===== src/rtl/hfsm_pkg.sv =====
package hfsm_pkg;
  // Strobes sent from the control to the datapath on each clock edge
  typedef struct packed {
    logic saveHist;     // leaving the region: record the current substate
    logic cntInc;       // staying in the supervised substate with no keep-alive
    logic fireTimeout;  // timeout edge taken on this edge
  } dpStrobe_t;
endpackage


===== src/rtl/hfsm_ctrl.sv =====
module hfsm_ctrl
  import hfsm_pkg::*;
#(
  parameter int N_SUB      = 5,
  parameter int WATCH_IDX  = 0,
  parameter int TARGET_IDX = 3,
  parameter int SW         = $clog2(N_SUB + 1)
) (
  input  logic          clk,
  input  logic          rst,
  input  logic          evEnterDef,
  input  logic          evEnterHist,
  input  logic          evExit,
  input  logic          evAdvance,
  input  logic          evWatch,
  input  logic          histValid,
  input  logic [SW-1:0] histIdx,
  input  logic          timeoutHit,
  output logic [SW-1:0] state,
  output dpStrobe_t     strobe
);
  localparam logic [SW-1:0] OUT_CODE = SW'(N_SUB);
  localparam logic [SW-1:0] LAST_SUB = SW'(N_SUB - 1);
  localparam logic [SW-1:0] WATCH_C  = SW'(WATCH_IDX);
  localparam logic [SW-1:0] TARGET_C = SW'(TARGET_IDX);

  logic [SW-1:0] nextState;
  logic          inRegion;
  logic          toFire;

  assign inRegion = (state != OUT_CODE);

  // The timeout edge needs: supervised substate, no leave, no step,
  // no keep-alive, and a full count.
  assign toFire = inRegion && !evExit && !evAdvance && (state == WATCH_C)
                  && !evWatch && timeoutHit;

  always_comb begin
    nextState = state;
    if (!inRegion) begin
      if (evEnterDef)       nextState = '0;
      else if (evEnterHist) nextState = histValid ? histIdx : '0;
    end else begin
      if (evExit)         nextState = OUT_CODE;
      else if (evAdvance) nextState = (state == LAST_SUB) ? '0 : state + SW'(1);
      else if (toFire)    nextState = TARGET_C;
    end
  end

  always_comb begin
    strobe.saveHist    = inRegion && evExit;
    strobe.fireTimeout = toFire;
    strobe.cntInc      = (state == WATCH_C) && (nextState == WATCH_C) && !evWatch;
  end

  always_ff @(posedge clk) begin
    if (rst) state <= OUT_CODE;
    else     state <= nextState;
  end
endmodule


===== src/rtl/hfsm_dp.sv =====
module hfsm_dp
  import hfsm_pkg::*;
#(
  parameter int TIMEOUT_CYCLES = 20,
  parameter int SW             = 3
) (
  input  logic          clk,
  input  logic          rst,
  input  logic [SW-1:0] state,
  input  dpStrobe_t     strobe,
  output logic          histValid,
  output logic [SW-1:0] histIdx,
  output logic          timeoutHit,
  output logic          timeoutPulse
);
  localparam int CW = $clog2(TIMEOUT_CYCLES + 1);
  localparam logic [CW-1:0] LAST_CNT = CW'(TIMEOUT_CYCLES - 1);

  logic [CW-1:0] dwellCnt;

  assign timeoutHit = (dwellCnt == LAST_CNT);

  // Resume memory: written only on the edge that leaves the region.
  always_ff @(posedge clk) begin
    if (rst) begin
      histValid <= 1'b0;
      histIdx   <= '0;
    end else if (strobe.saveHist) begin
      histValid <= 1'b1;
      histIdx   <= state;
    end
  end

  // Dwell counter: counts up while staying supervised; otherwise restarts.
  always_ff @(posedge clk) begin
    if (rst)                dwellCnt <= '0;
    else if (strobe.cntInc) dwellCnt <= dwellCnt + CW'(1);
    else                    dwellCnt <= '0;
  end

  always_ff @(posedge clk) begin
    if (rst) timeoutPulse <= 1'b0;
    else     timeoutPulse <= strobe.fireTimeout;
  end
endmodule


===== src/rtl/hfsm_top.sv =====
module hfsm_top
  import hfsm_pkg::*;
#(
  parameter int N_SUB          = 5,
  parameter int TIMEOUT_CYCLES = 20,
  parameter int WATCH_IDX      = 0,
  parameter int TARGET_IDX     = 3
) (
  input  logic           clk,
  input  logic           rst,
  input  logic           evEnterDef,
  input  logic           evEnterHist,
  input  logic           evExit,
  input  logic           evAdvance,
  input  logic           evWatch,
  output logic [N_SUB:0] activeState,
  output logic           inS,
  output logic           timeoutPulse
);
  localparam int SW = $clog2(N_SUB + 1);

  logic [SW-1:0] state;
  logic [SW-1:0] histIdx;
  logic          histValid;
  logic          timeoutHit;
  dpStrobe_t     strobe;

  hfsm_ctrl #(
    .N_SUB(N_SUB), .WATCH_IDX(WATCH_IDX), .TARGET_IDX(TARGET_IDX), .SW(SW)
  ) u_ctrl (
    .clk(clk), .rst(rst),
    .evEnterDef(evEnterDef), .evEnterHist(evEnterHist),
    .evExit(evExit), .evAdvance(evAdvance), .evWatch(evWatch),
    .histValid(histValid), .histIdx(histIdx), .timeoutHit(timeoutHit),
    .state(state), .strobe(strobe)
  );

  hfsm_dp #(
    .TIMEOUT_CYCLES(TIMEOUT_CYCLES), .SW(SW)
  ) u_dp (
    .clk(clk), .rst(rst), .state(state), .strobe(strobe),
    .histValid(histValid), .histIdx(histIdx),
    .timeoutHit(timeoutHit), .timeoutPulse(timeoutPulse)
  );

  for (genvar i = 0; i <= N_SUB; i++) begin : g_onehot
    assign activeState[i] = (state == SW'(i));
  end

  assign inS = |activeState[N_SUB-1:0];
endmodule


===== config.mk =====
export PLATFORM = sky130hd
export DESIGN_NAME = hfsm_top
export DESIGN_NICKNAME = d
export VERILOG_FILES = /design/src/rtl/hfsm_pkg.sv /design/src/rtl/hfsm_ctrl.sv /design/src/rtl/hfsm_dp.sv /design/src/rtl/hfsm_top.sv
export SDC_FILE = /design/constraint.sdc
export NUM_CORES = 1
export LEC_CHECK = 0
export ABC_AREA = 1
export BUFFER_PORTS_ARGS = -buffer_cell sky130_fd_sc_hd__buf_4
export CORE_ASPECT_RATIO = 1.5
export CORE_UTILIZATION = 30
export DETAILED_ROUTE_END_ITERATION = 16
export GPL_TIMING_DRIVEN = 0
export SYNTH_ARGS = -nofsm -noshare
export SYNTH_HDL_FRONTEND = slang
export SYNTH_SLANG_ARGS = --single-unit

===== constraint.sdc =====
create_clock -name clk -period 1.65 [get_ports clk]
set_clock_uncertainty 0.05 [all_clocks]
set_input_delay 0.0825 -clock clk [delete_from_list [all_inputs] [get_ports clk]]
set_output_delay 0.0825 -clock clk [all_outputs]
set_load 0.03 [all_outputs]

Yosys cells after proc, flatten, opt, wreduce, memory -nomap -nowiden. Index checks and enable logic that the tools add are counted.

Register bits: 13. Input port bits: 7. Word-level logic and storage cells: 38.

Add/subtract/negate cells: 2. Equal/unequal tests: 7. Multiplexer cells: 8. Bitwise logic cells: 1. Reduce and logical (&&, ||, !) cells: 15.

Operators by type and width (number): $mux W3 (8); $logic_and A1 B1 Y1 (8); $eq A3 B2 Y1 const B (2); $eq A3 B3 Y1 const B (2); $logic_not A3 Y1 (2); $add A5 B1 Y5 const B (1); $eq A5 B5 Y1 const B (1); $reduce_or A5 Y1 (1); $add A3 B1 Y3 const B (1); $eq A3 B1 Y1 const B (1); $logic_not A1 Y1 (3); $ne A3 B3 Y1 const B (1); $reduce_or A2 Y1 (1); $not A1 Y1 (1).

Depth between registers and ports, before layout.
Depth after elaboration: 15. Mapped depth: 12. Mapped depth without buffers: 12.

Modules after synthesis. From an unflattened synthesis, not the netlist that was laid out.

Cells, all modules: 127. Area, all modules: 778.2 um^2.

Modules (own cells, without submodules): hfsm_dp (instances 1, cells an instance 47, area an instance 372.9 um^2, sequential area each 200.2 um^2); hfsm_ctrl (instances 1, cells an instance 67, area an instance 356.6 um^2, sequential area each 60.1 um^2); hfsm_top (instances 1, cells an instance 13, area an instance 48.8 um^2, sequential area each 0.0 um^2).

Least setup slack after synthesis. No wires, ideal clock.

Path type: register -> register. Start: register u_ctrl.state[0]. End: register u_dp.dwellCnt[0]. Library setup time: 64 ps. Arrival time: 1457 ps. Data required time: 1536 ps. Slack: 79 ps. Cell stages (with the launch flop): 11. Buffers on the path: 0. Period minus slack after synthesis: 1571 ps. Cell sequence: dfxtp_1 inv_1 ha_1 nand2_1 inv_1 nor3_1 o21ai_2 nand2_1 nor2_2 nand2_2 nor2_1.

RTL lines: start: declaration (line hfsm_ctrl.sv:19) `output logic [SW-1:0] state,`; start signal: assignment (line hfsm_ctrl.sv:58) `else state <= nextState;`; $eq A3 B3 Y1; net activeState[4] (line hfsm_top.sv:16) `output logic [N_SUB:0] activeState,`; $mux W3 (2 in a row) (line hfsm_ctrl.sv:45) `else if (evAdvance) nextState = (state == LAST_SUB) ? '0 : state + SW'(1);`; $mux W3 (line hfsm_ctrl.sv:44) `if (evExit) nextState = OUT_CODE;`; $mux W3 (line hfsm_ctrl.sv:40) `if (!inRegion) begin`; $logic_not A3 Y1 (line hfsm_ctrl.sv:53) `strobe.cntInc = (state == WATCH_C) && (nextState == WATCH_C) && !evWatch;`; $logic_and A1 B1 Y1 (2 in a row) (line hfsm_ctrl.sv:53); $not A1 Y1 (no line); $reduce_or A2 Y1 (no line); end signal: assignment (line hfsm_dp.sv:37) `else if (strobe.cntInc) dwellCnt <= dwellCnt + CW'(1);`; end: declaration (line hfsm_dp.sv:19) `logic [CW-1:0] dwellCnt;`.

The timed path passes the listed nets, and every way through them passes these cells. A chain may end at the register's enable or synchronous reset.

Worst setup path after layout.
Start: register u_ctrl.state[0]. End: register u_dp.dwellCnt[4].

Word-level cells in the longest chain between the ends: 15.

Ends and longest elaborated chain: $ne A3 B3 Y1 (line hfsm_ctrl.sv:31) `assign inRegion = (state != OUT_CODE);`; $logic_and A1 B1 Y1 (3 in a row) (line hfsm_ctrl.sv:35) `assign toFire = inRegion && !evExit && !evAdvance && (state == WATCH_C)`; $logic_and A1 B1 Y1 (2 in a row) (line hfsm_ctrl.sv:36) `&& !evWatch && timeoutHit;`; $mux W3 (line hfsm_ctrl.sv:46) `else if (toFire) nextState = TARGET_C;`; $mux W3 (line hfsm_ctrl.sv:45); $mux W3 (line hfsm_ctrl.sv:44); $mux W3 (line hfsm_ctrl.sv:40); $logic_not A3 Y1 (line hfsm_ctrl.sv:53); $logic_and A1 B1 Y1 (*) (2 in a row) (line hfsm_ctrl.sv:53); $not A1 Y1 (no line) (*); $reduce_or A2 Y1 (no line) (*).

Mark *: on every way between the ends. The rest lies on a longest branch, timed or not.

==> results.ini <==
[cts]
clockRootBuffer=clkbuf_4
cts_tree=done
htree_num_levels=1
cts.sinks=13
cts_made_buffers=3
path_clk_slew_ps=90
clockBufferDepth=2
clkLatencyLatePin_ps=280

[sta]
slew_headroom_pct=77.01
maxSlewViolCount=0
setup_tns_ps=0
period_minus_slack_ps=1557
tightest_slew_ps=343.6
finalCritPeriodShare_pct=94.38
rsz0062_at_grt=no
finalHoldViolations=0
clock.fmax_mhz=642.1
setup_viol=0
finalWorstSetupSlack_ps=92.70

[synth]
synth_async_sr_flop_share_pct=0
synthCells=101
ys_top_cells_by_count=19 x nand2_1, 18 x nor2_1, 15 x inv_1
yosysMostFrequentCell=nand2_1
synth_ff_type=dfxtp_1
synthTopCellsByArea=dfxtp_1 36%, ha_1 10%, nand2_1 9.9%, nor2_1 9.4%, inv_1 7.8%
ys_warn_count=0
yosysUniqueCellTypes=22
synth_nets=114
ys_seq_elements=13
synth_top_area_share_pct=36.05
synth.yosys.seq_area_share_pct=36.05
synth_edf_count=0
yosys.area.top_type=dfxtp_1
netlist_area_um2=721.9
avgSynthCellArea_um2=7.148

[worst_setup_path]
rrSetupSlack_ps=90
cp.required_ps=1780
worst_ep_arrival_time_ps=1690
start_kind=flip-flop
rr_endpoint=u_dp.dwellCnt[4]
endpoint_kind=flip-flop
worstSetupPathType=reg2reg
r2r_cells=8
r2r_start=u_ctrl.state[0]
cp_max_fo=5

[run]
drv_cap=0

[hold_path]
worstHoldEndpoint=u_ctrl.state[1]
hold_class=in2reg
hold_path_depth=4
hp-start=evEnterDef

[final_layout]
finish.utilization_pct=43.13
stdcell_count=146
n_antenna_cell=0
drive_above_1_share_pct=33.33
syn_to_final_growth_pct=35.01
nNetsFinal=137

[placement]
dp.cells=138
hpwl_um=1172
gp_congestion=0.7395
pre_cts_ws_ps=-73.79
port-buffer-count=14

[global_route]
antenna_found_initial=0
grt_usage_pct=12.34
grt_pass1_wl_um=2421
grt_pass1_vias=618
grt_start_max_net_pins=9
gr-total-overflow=0

[floorplan]
dieArea_um2=2611
num_rows=21
start_util_pct=31.95
die_y_um=62.08
core-area_um2=2260
die_x_um=42.06
design.portCount=15

[detailed_routing]
routedWlPerCell_um=10.47
wl_um=1528
ant_nets=0
drc=0
drt_iter0_drc=11
viasPerCell=4.726
firstDrtPassIters=2
vias=690

[power]
leakage_nw=0.4817
power_uw=962.9
pwr_density_cell_nw_per_um2=987.9
irDropWorstVdd_mv=0.4164

[status]
status=finished clean

registers in the layout, indices dropped and copies added, names as in the netlist:
register           flops
u_dp.timeoutPulse      1
u_dp.histIdx           3
u_ctrl.state           3
u_dp.dwellCnt          5
u_dp.histValid         1
area by class of cell:
| type | count | area [um2] |
|---|---|---|
| Tap cell | 23 | 28.78 |
| Clock buffer | 3 | 22.52 |
| Multi-Input combinational cell | 71 | 442.9 |
| Timing Repair Buffer | 18 | 140.1 |
| Clock inverter | 1 | 5.005 |
| Fill cell | 245 | 1285 |
| Sequential cell | 13 | 266.5 |
| Inverter | 17 | 68.82 |
routing by layer:
| metal | vias to the layer above | GRT usage [%] | routed length [um] |
|---|---|---|---|
| li1 | 356 | - | - |
| met1 | 317 | 13.71 | 630 |
| met2 | 11 | 21.43 | 804 |
| met3 | 6 | 2.890 | 52 |
| met4 | 0 | 8.036 | 40 |
| met5 | - | 0 | 0 |
worst max-delay path, cell delays in order, from the launching register on:
cell and delay (ps):
dfxtp_2 360, ha_1 200, ha_1 280, nor3_2 210, o21ai_2 90, nand2_1 90, nor2_2 50, nand2_4 80
nor2_1 40
report_power, final:
part           internal [mW]  total (mW)  switching [mW]
Combinational          0.147       0.379           0.232
Sequential             0.345       0.378          0.0324
Clock                 0.0901       0.206           0.116
timing repair:
item / 4_1_cts / 5_1_grt
endpoints found under the setup margin: 5 / 6
resized for setup: 3 / 14
endpoints found under the hold margin: 4 / 0
setup buffers: 1 / 1
hold buffers: 2 / 0
pin swaps: 1 / 7
how the worst max path moves through the flow:
stage	from	endpoint	slack [ps]	cells after the start
2_1_floorplan	u_ctrl.state[0]	u_dp.dwellCnt[0]	80	10
6_report	u_ctrl.state[0]	u_dp.dwellCnt[4]	90	8
3_3_place_gp	u_ctrl.state[1]	u_dp.dwellCnt[3]	-70	12
4_1_cts	u_ctrl.state[0]	u_dp.dwellCnt[4]	4	11
3_5_place_dp	u_ctrl.state[1]	u_dp.dwellCnt[0]	-70	11
5_1_grt	u_ctrl.state[0]	u_dp.dwellCnt[3]	10	11
kinds of logic after synthesis:
kind of cell	Yosys count	synth area share, %
AOI/OAI and AO/OA	13	10.75
xor gates and xnor gates	3	3.640
adders and majority gates	6	10.40
buffers and inverters	17	9.185
DFF	13	36.05
and+or+nand+nor	49	29.98
through the flow:
step | area (um2) | hold WS, ps
2_1_floorplan | 721.9 | 101.6
3_3_place_gp | 855.8 | 254.6
3_5_place_dp | 855.8 | 259.7
4_1_cts | 917.1 | 97.76
5_1_grt | 974.7 | 99.68
6_report | 974.7 | 98.19
layout by cell type, fill, tap and decap left out, drive strengths merged, types with 3 or more instances in the layout:
cell type,n
a21oi,5
buf,16
clkbuf,3
dfxtp,13
ha,6
inv,17
nand2,23
nand3,4
nor2,20
o21ai,4
Note: power is estimated with default switching activity, not from simulation.
